$ cat src/rtl/lux_alarm_pkg.sv
package lux_alarm_pkg;
    localparam int DATA_W  = 16;
    localparam int THR_W   = 8;
    localparam int PCODE_W = 2;
    localparam int PAD_W   = DATA_W - THR_W;
    localparam int MAX_RUN = 16;
    localparam int RUN_W   = $clog2(MAX_RUN + 1);

    typedef logic [RUN_W-1:0] run_t;

    typedef struct packed {
        logic above;
        logic below;
    } win_cmp_t;

    // run length needed per code: 1, 4, 8, 16
    function automatic run_t persist_need(input logic [PCODE_W-1:0] code);
        if (code == '0)
            return run_t'(1);
        return run_t'(1) << ({1'b0, code} + 3'd1);
    endfunction
endpackage

$ cat src/rtl/lxa_window_cmp.sv
module lxa_window_cmp
    import lux_alarm_pkg::*;
(
    input  logic [DATA_W-1:0] smp_data,
    input  logic [THR_W-1:0]  edge_hi,
    input  logic [THR_W-1:0]  edge_lo,
    output win_cmp_t          cmp
);
    logic [THR_W-1:0] top_part;
    logic             low_nonzero;

    assign top_part    = smp_data[DATA_W-1:PAD_W];
    assign low_nonzero = |smp_data[PAD_W-1:0];

    // edges have a zero low part, so only the high byte needs a magnitude compare
    always_comb begin
        cmp.above = (top_part > edge_hi) || ((top_part == edge_hi) && low_nonzero);
        cmp.below = (top_part < edge_lo);
    end
endmodule

$ cat src/rtl/lxa_run_counter.sv
module lxa_run_counter
    import lux_alarm_pkg::*;
(
    input  logic clk,
    input  logic rst,
    input  logic smp_vld,
    input  logic out_win,
    input  logic clr,
    input  run_t need,
    output run_t run_cnt,
    output logic trip
);
    run_t cnt_q;
    run_t cnt_inc;

    assign cnt_inc = (cnt_q == run_t'(MAX_RUN)) ? cnt_q : cnt_q + run_t'(1);
    assign trip    = smp_vld && out_win && (cnt_inc >= need);
    assign run_cnt = cnt_q;

    always_ff @(posedge clk) begin
        if (rst)
            cnt_q <= '0;
        else if (smp_vld)
            cnt_q <= out_win ? cnt_inc : '0;
        else if (clr)
            cnt_q <= '0;
    end
endmodule

$ cat src/rtl/lxa_alarm_latch.sv
module lxa_alarm_latch (
    input  logic clk,
    input  logic rst,
    input  logic trip,
    input  logic clr,
    output logic flag
);
    always_ff @(posedge clk) begin
        if (rst)
            flag <= 1'b0;
        else if (trip)
            flag <= 1'b1;
        else if (clr)
            flag <= 1'b0;
    end
endmodule

$ cat src/rtl/lux_window_alarm.sv
module lux_window_alarm
    import lux_alarm_pkg::*;
(
    input  logic              clk,
    input  logic              rst,
    input  logic              smp_vld,
    input  logic [DATA_W-1:0] smp_data,
    input  logic [THR_W-1:0]  thr_hi_byte,
    input  logic [THR_W-1:0]  thr_lo_byte,
    input  logic [PCODE_W-1:0] persist_code,
    input  logic              irq_clr,
    output logic              irq_flag,
    output logic              irq_pull_low
);
    win_cmp_t cmp;
    run_t     need;
    run_t     run_cnt;
    logic     trip;
    logic     out_win;

    lxa_window_cmp u_cmp (
        .smp_data (smp_data),
        .edge_hi  (thr_hi_byte),
        .edge_lo  (thr_lo_byte),
        .cmp      (cmp)
    );

    assign out_win = cmp.above | cmp.below;
    assign need    = persist_need(persist_code);

    lxa_run_counter u_run (
        .clk     (clk),
        .rst     (rst),
        .smp_vld (smp_vld),
        .out_win (out_win),
        .clr     (irq_clr),
        .need    (need),
        .run_cnt (run_cnt),
        .trip    (trip)
    );

    lxa_alarm_latch u_latch (
        .clk  (clk),
        .rst  (rst),
        .trip (trip),
        .clr  (irq_clr),
        .flag (irq_flag)
    );

    assign irq_pull_low = irq_flag;
endmodule

$ cat config.mk
export PLATFORM = sky130hd
export DESIGN_NAME = lux_window_alarm
export DESIGN_NICKNAME = d
export VERILOG_FILES = /design/src/rtl/lux_alarm_pkg.sv /design/src/rtl/lxa_window_cmp.sv /design/src/rtl/lxa_run_counter.sv /design/src/rtl/lxa_alarm_latch.sv /design/src/rtl/lux_window_alarm.sv
export SDC_FILE = /design/constraint.sdc
export NUM_CORES = 1
export LEC_CHECK = 0
export ABC_AREA = 1
export CORE_MARGIN = 2
export CORE_UTILIZATION = 45
export DETAILED_ROUTE_END_ITERATION = 16
export GPL_ROUTABILITY_DRIVEN = 0
export PLACE_DENSITY = 0.95
export SYNTH_ARGS = -nofsm -noshare
export SYNTH_HDL_FRONTEND = slang
export SYNTH_SLANG_ARGS = --single-unit
$ cat constraint.sdc
create_clock -name clk -period 2.66 [get_ports clk]
set_input_delay 0.266 -clock clk [delete_from_list [all_inputs] [get_ports clk]]
set_output_delay 0.266 -clock clk [all_outputs]
set_load 0.01 [all_outputs]
======== After elaboration in Yosys (flattened, before gate mapping) ========
Index checks and enable logic that the tools add are counted.
operators by class
  add/sub/neg operators ................... 2
  order comparisons ....................... 3
  eq/ne operators ......................... 2
  shifts and indexed selects .............. 1
  muxes and demuxes ....................... 9
  bitwise logic cells ..................... 1
  reduce and logical (&&, ||, !) cells .... 8
operators with widths
  operator             count
  $mux 5               6
  $eq 8x8->1           1
  $gt 8x8->1           1
  $lt 8x8->1           1
  $reduce_or 8->1      1
  $add 5x1->5 const B  1
  $eq 5x5->1 const B   1
  $ge 5x5->1           1
  $shl 1x3->5 const A  1
  $reduce_bool 2->1    2
  $add 2x1->3 const B  1
  $logic_and 1x1->1    3
  $mux 1               3
  $logic_not 2->1      1
  $logic_or 1x1->1     1
  $or 1x1->1           1
storage, ports and cells
  register bits after elaboration ......... 6
  logic and storage cells ................. 28

======== Longest topological paths before layout ========
  depth after elaboration ................. 7
  mapped depth ............................ 13
  gate-level depth less buffers ........... 13

======== Cells and area by module ========
Synthesis repeated with hierarchy kept, for this count alone.
unflattened totals
  cell total of the unflattened synthesis .. 160
  area, all modules ....................... 973.4 µm²
by module, submodules not included
  module            instances  cells an instance  area each (µm²)  sequential area each (µm²)
  lxa_run_counter   1          69                 444.2            100.1
  lxa_window_cmp    1          74                 440.4            0.0
  lux_window_alarm  1          12                 48.8             0.0
  lxa_alarm_latch   1          5                  40.0             20.0

======== Worst setup path before layout ========
OpenSTA, ideal clock, no wires.
  path kind ............................... register -> register
  start point ............................. reg u_run.cnt_q[0], in the netlist u_run.run_cnt[0]
  end point ............................... reg u_latch.flag
  arrival time ............................ 1572 ps
  data required time ...................... 2544 ps
  setup slack ............................. 972 ps
  cell stages (with the launch flop) ...... 13
  path buffers ............................ 0
  clock period less this slack ............ 1688 ps
  path through ............................ dfxtp_1 inv_1 ha_1 nand3_2 xor2_1 inv_1 ha_1 nand2_1 inv_1 nand4_1 o2111ai_1 nand3_1 a21oi_1
on the way
  longest elaborated chain between the ends .. 5
RTL lines
  what                                         RTL line               source
  start, declared                              lxa_run_counter.sv:13  run_t cnt_q;
  start signal, assigned                       lxa_run_counter.sv:24  cnt_q <= out_win ? cnt_inc : '0;
  $add 5x1->5 or $eq 5x5->1 (tied branches)    lxa_run_counter.sv:16  assign cnt_inc = (cnt_q == run_t'(MAX_RUN)) ? cnt_q : cnt_q + run_t'(1);
  $mux 5 (*)                                   lxa_run_counter.sv:16
  $ge 5x5->1 (*)                               lxa_run_counter.sv:17  assign trip = smp_vld && out_win && (cnt_inc >= need);
  $logic_and 1x1->1 (*)                        lxa_run_counter.sv:17
  $mux 1 or $reduce_bool 2->1 (tied branches)  --
  end signal, assigned                         lxa_alarm_latch.sv:10  flag <= 1'b0;
  end signal, assigned                         lxa_alarm_latch.sv:12  flag <= 1'b1;
  end signal, assigned                         lxa_alarm_latch.sv:14  flag <= 1'b0;
  end, declared                                lxa_alarm_latch.sv:6   output logic flag
Mark *: on every way between the ends. The rest lies on a longest branch, timed or not.
A chain may end at the register's enable or synchronous reset.

======== Worst setup path after layout ========
Same ends and word-level chain as after synthesis.

==> impl_metrics.toml <==
[outcome]
status = "finished, final reports clean"

[timing]
post-route-min-period_ns = 2.01
slew_viol_final = 0
setup_ws_ns = 0.648
fin_crit_sh_pct = 75.6
fmax_mhz = 497
hold_viol = 0
setup_tns_ns = 0
rsz0062_at_grt = "false"
finalSetupViolCount = 0
finalClockSkew_ns = 0.00152
holdWs_ns = 0.511

[clock_network]
hold_buffers = 0
clk_transition_reported_paths_ns = 0.05
cts_tree = "built"
numCtsBuffers = 3
h-tree-depth = 1
post-cts-setup-buffers = 0
cts_resized = 0
clockBufferDepth = 2
insertion_delay_ns = 0.25
cts_sinks = 6
cts-root-buf = "clkbuf_4"

[worst_setup_path]
worstSetupPathType = "reg2reg"
rr_startpoint = "u_run.run_cnt[0]"
worstSetupStartpoint = "u_run.run_cnt[0]"
r2r_cells = 12
crit_path_end_kind = "register"
required_ns = 2.84
cp_cell_sequence = "inv_1, ha_1, nand3_2, xor2_1, inv_1, ha_1, nand2_1, inv_1, nand4_1, o2111ai_1, nand3_1, a21oi_1"
crit_arrival_ns = 2.19
worstPathMaxFanout = 5
critPathMaxStageDelay_ns = 0.41
crit_top_cell = "inv_1"
critPathSlowestCell = "dfxtp_1"
cp-start-kind = "register"

[global_route]
overflow = 0
grt_start_max_net_pins = 8
grt_pass1_vias = 1135
antenna_found_initial = 0
track_usage_pct = 21.5
grt_pass1_wl_um = 4180

[route]
dr_total_vias = 1078
drtPass1Iterations = 4
drc = 0
vias_per_cell = 5.08
ant_nets = 0
routed_wl_um = 2380
wl_per_cell_um = 11.2
initialDrtViolationCount = 16

[yosys]
yosysWarningCount = 0
synth_cell_types = 20
synth_cells = 144
syn_area_um2 = 911
synth_seq_cells = 6
synth_fp_nets = 204
seq_area_frac_synth_pct = 13.2
syn_area_per_cell_um2 = 6.33

[placed_design]
dp.cells = 209
dp_slack_ns = 0.671
io_buffers = 39
place_area_um2 = 1330
dp_hpwl_um = 2120

[floorplan]
die_w_um = 49.0
dieArea_um2 = 2400
die_h_um = 49.0
io_pins = 40
initial_utilization_pct = 46.9
num_rows = 16
fp.coreArea_um2 = 1940

[final_layout]
syn_to_final_growth_pct = 48.2
drive_gt1_share_pct = 7.03
num-fill-cells = 175
nets = 247
final_util_pct = 69.5
postLayoutCellArea_um2 = 1350
antenna_cells = 0
multi_input_area_um2 = 671
final_cells = 212
seq_area_um2 = 120

[worst_hold_path]
whs_path_depth = 2
hold_path.class = "reg2reg"
worstHoldStart = "u_latch.flag"

[pwr]
power.total_mw = 0.351
combPwrFrac_pct = 47.4
power_density_nw_per_um2 = 260
intPower_mw = 0.237
power.share.sequential_pct = 27.7
power_switching_share_pct = 32.4
peakVddDrop_v = 0.000335
total_leakage_power_nw = 0.696
switchingPower_mw = 0.114
clkPwrFrac_pct = 24.9

[flow_run]
cap_violations = 0
-- synthesized netlist by cell type (all sizes together) --
cell	count	area [µm²]
a21oi	13	65.1
buf	1	7.51
conb	1	3.75
dfxtp	6	120
ha	22	275
inv	30	113
nand2	37	144
nand3	9	50.1
nand4	3	18.8
nor2	15	61.3
nor3	1	5.00
o2111ai	1	8.76
or2	2	12.5
xnor2	1	8.76
xor2	2	17.5
-- worst paths after layout --
check,endpoint,slack [ns]
worst max register to register,u_latch.flag,0.65
worst max-delay path,u_latch.flag,0.65
worst min-delay path,u_latch.flag,0.51
worst min register to register,u_latch.flag,0.51
-- flip-flops by register name (all words and copies together), names as in the netlist --
name,count
u_run.run_cnt,5
u_latch.flag,1
-- cell type report --
cell class	count	area share, %
clock buffer	3	1.67
multi-input combinational	107	49.7
tap	27	2.50
timing repair buffer	39	28.9
inverter	30	8.34
sequential	6	8.90
-- logic make-up (layout without fill, tap and decap cells) --
| logic type | after synthesis | count (layout) | share of synthesized area, % |
|---|---|---|---|
| buffers and inverters | 31 | 72 | 13.2 |
| adder cells (fa/ha/maj) | 22 | 22 | 30.2 |
| flip-flops | 6 | 6 | 13.2 |
| other | 1 | 1 | 0.412 |
| XOR/XNOR | 3 | 3 | 2.89 |
| AND/OR/NAND/NOR | 67 | 67 | 32.0 |
| AO/OA/AOI/OAI | 14 | 14 | 8.10 |
-- worst max-delay path: cells and delay by family, from the launching register on --
family	cells	cell delay, ns
fa+ha+maj	2	0.49
compound gates	2	0.26
buf+inv	3	0.22
simple gates	4	0.34
xor+xnor	1	0.23
flops	1	0.41
-- cells in the final DEF, fill, tap and decap left out, types with 3 or more instances in the layout --
master,instances
nand2_1,35
ha_1,22
dfxtp_1,6
clkbuf_4,3
nor2_1,13
inv_1,26
inv_2,4
a21oi_1,13
nand3_1,8
nand4_1,3
clkdlybuf4s50_1,39
-- metal layers --
layer / wire length [µm] / track usage, % / vias to the layer above / part of all wire [%]
met3: 90 / 4.29 / 10 / 3.8
met2: 1340 / 43.8 / 38 / 56
li1: - / - / 537 / -
met5: 0 / 0 / - / 0
met4: 69 / 8.57 / 0 / 2.9
met1: 887 / 20.4 / 493 / 37
-- power groups by stage --
stage | clock [mW] | combinational (mW) | sequential [mW]
finish | 0.0872 | 0.166 | 0.0972
global route | 0.0926 | 0.187 | 0.0974
CTS | 0.0886 | 0.167 | 0.0972
detailed placement | 0 | 0.165 | 0.0989
global placement | 0 | 0.153 | 0.0985
floorplan | 0 | 0.0797 | 0.0986
No activity file was read; power rests on OpenSTA's default activity.
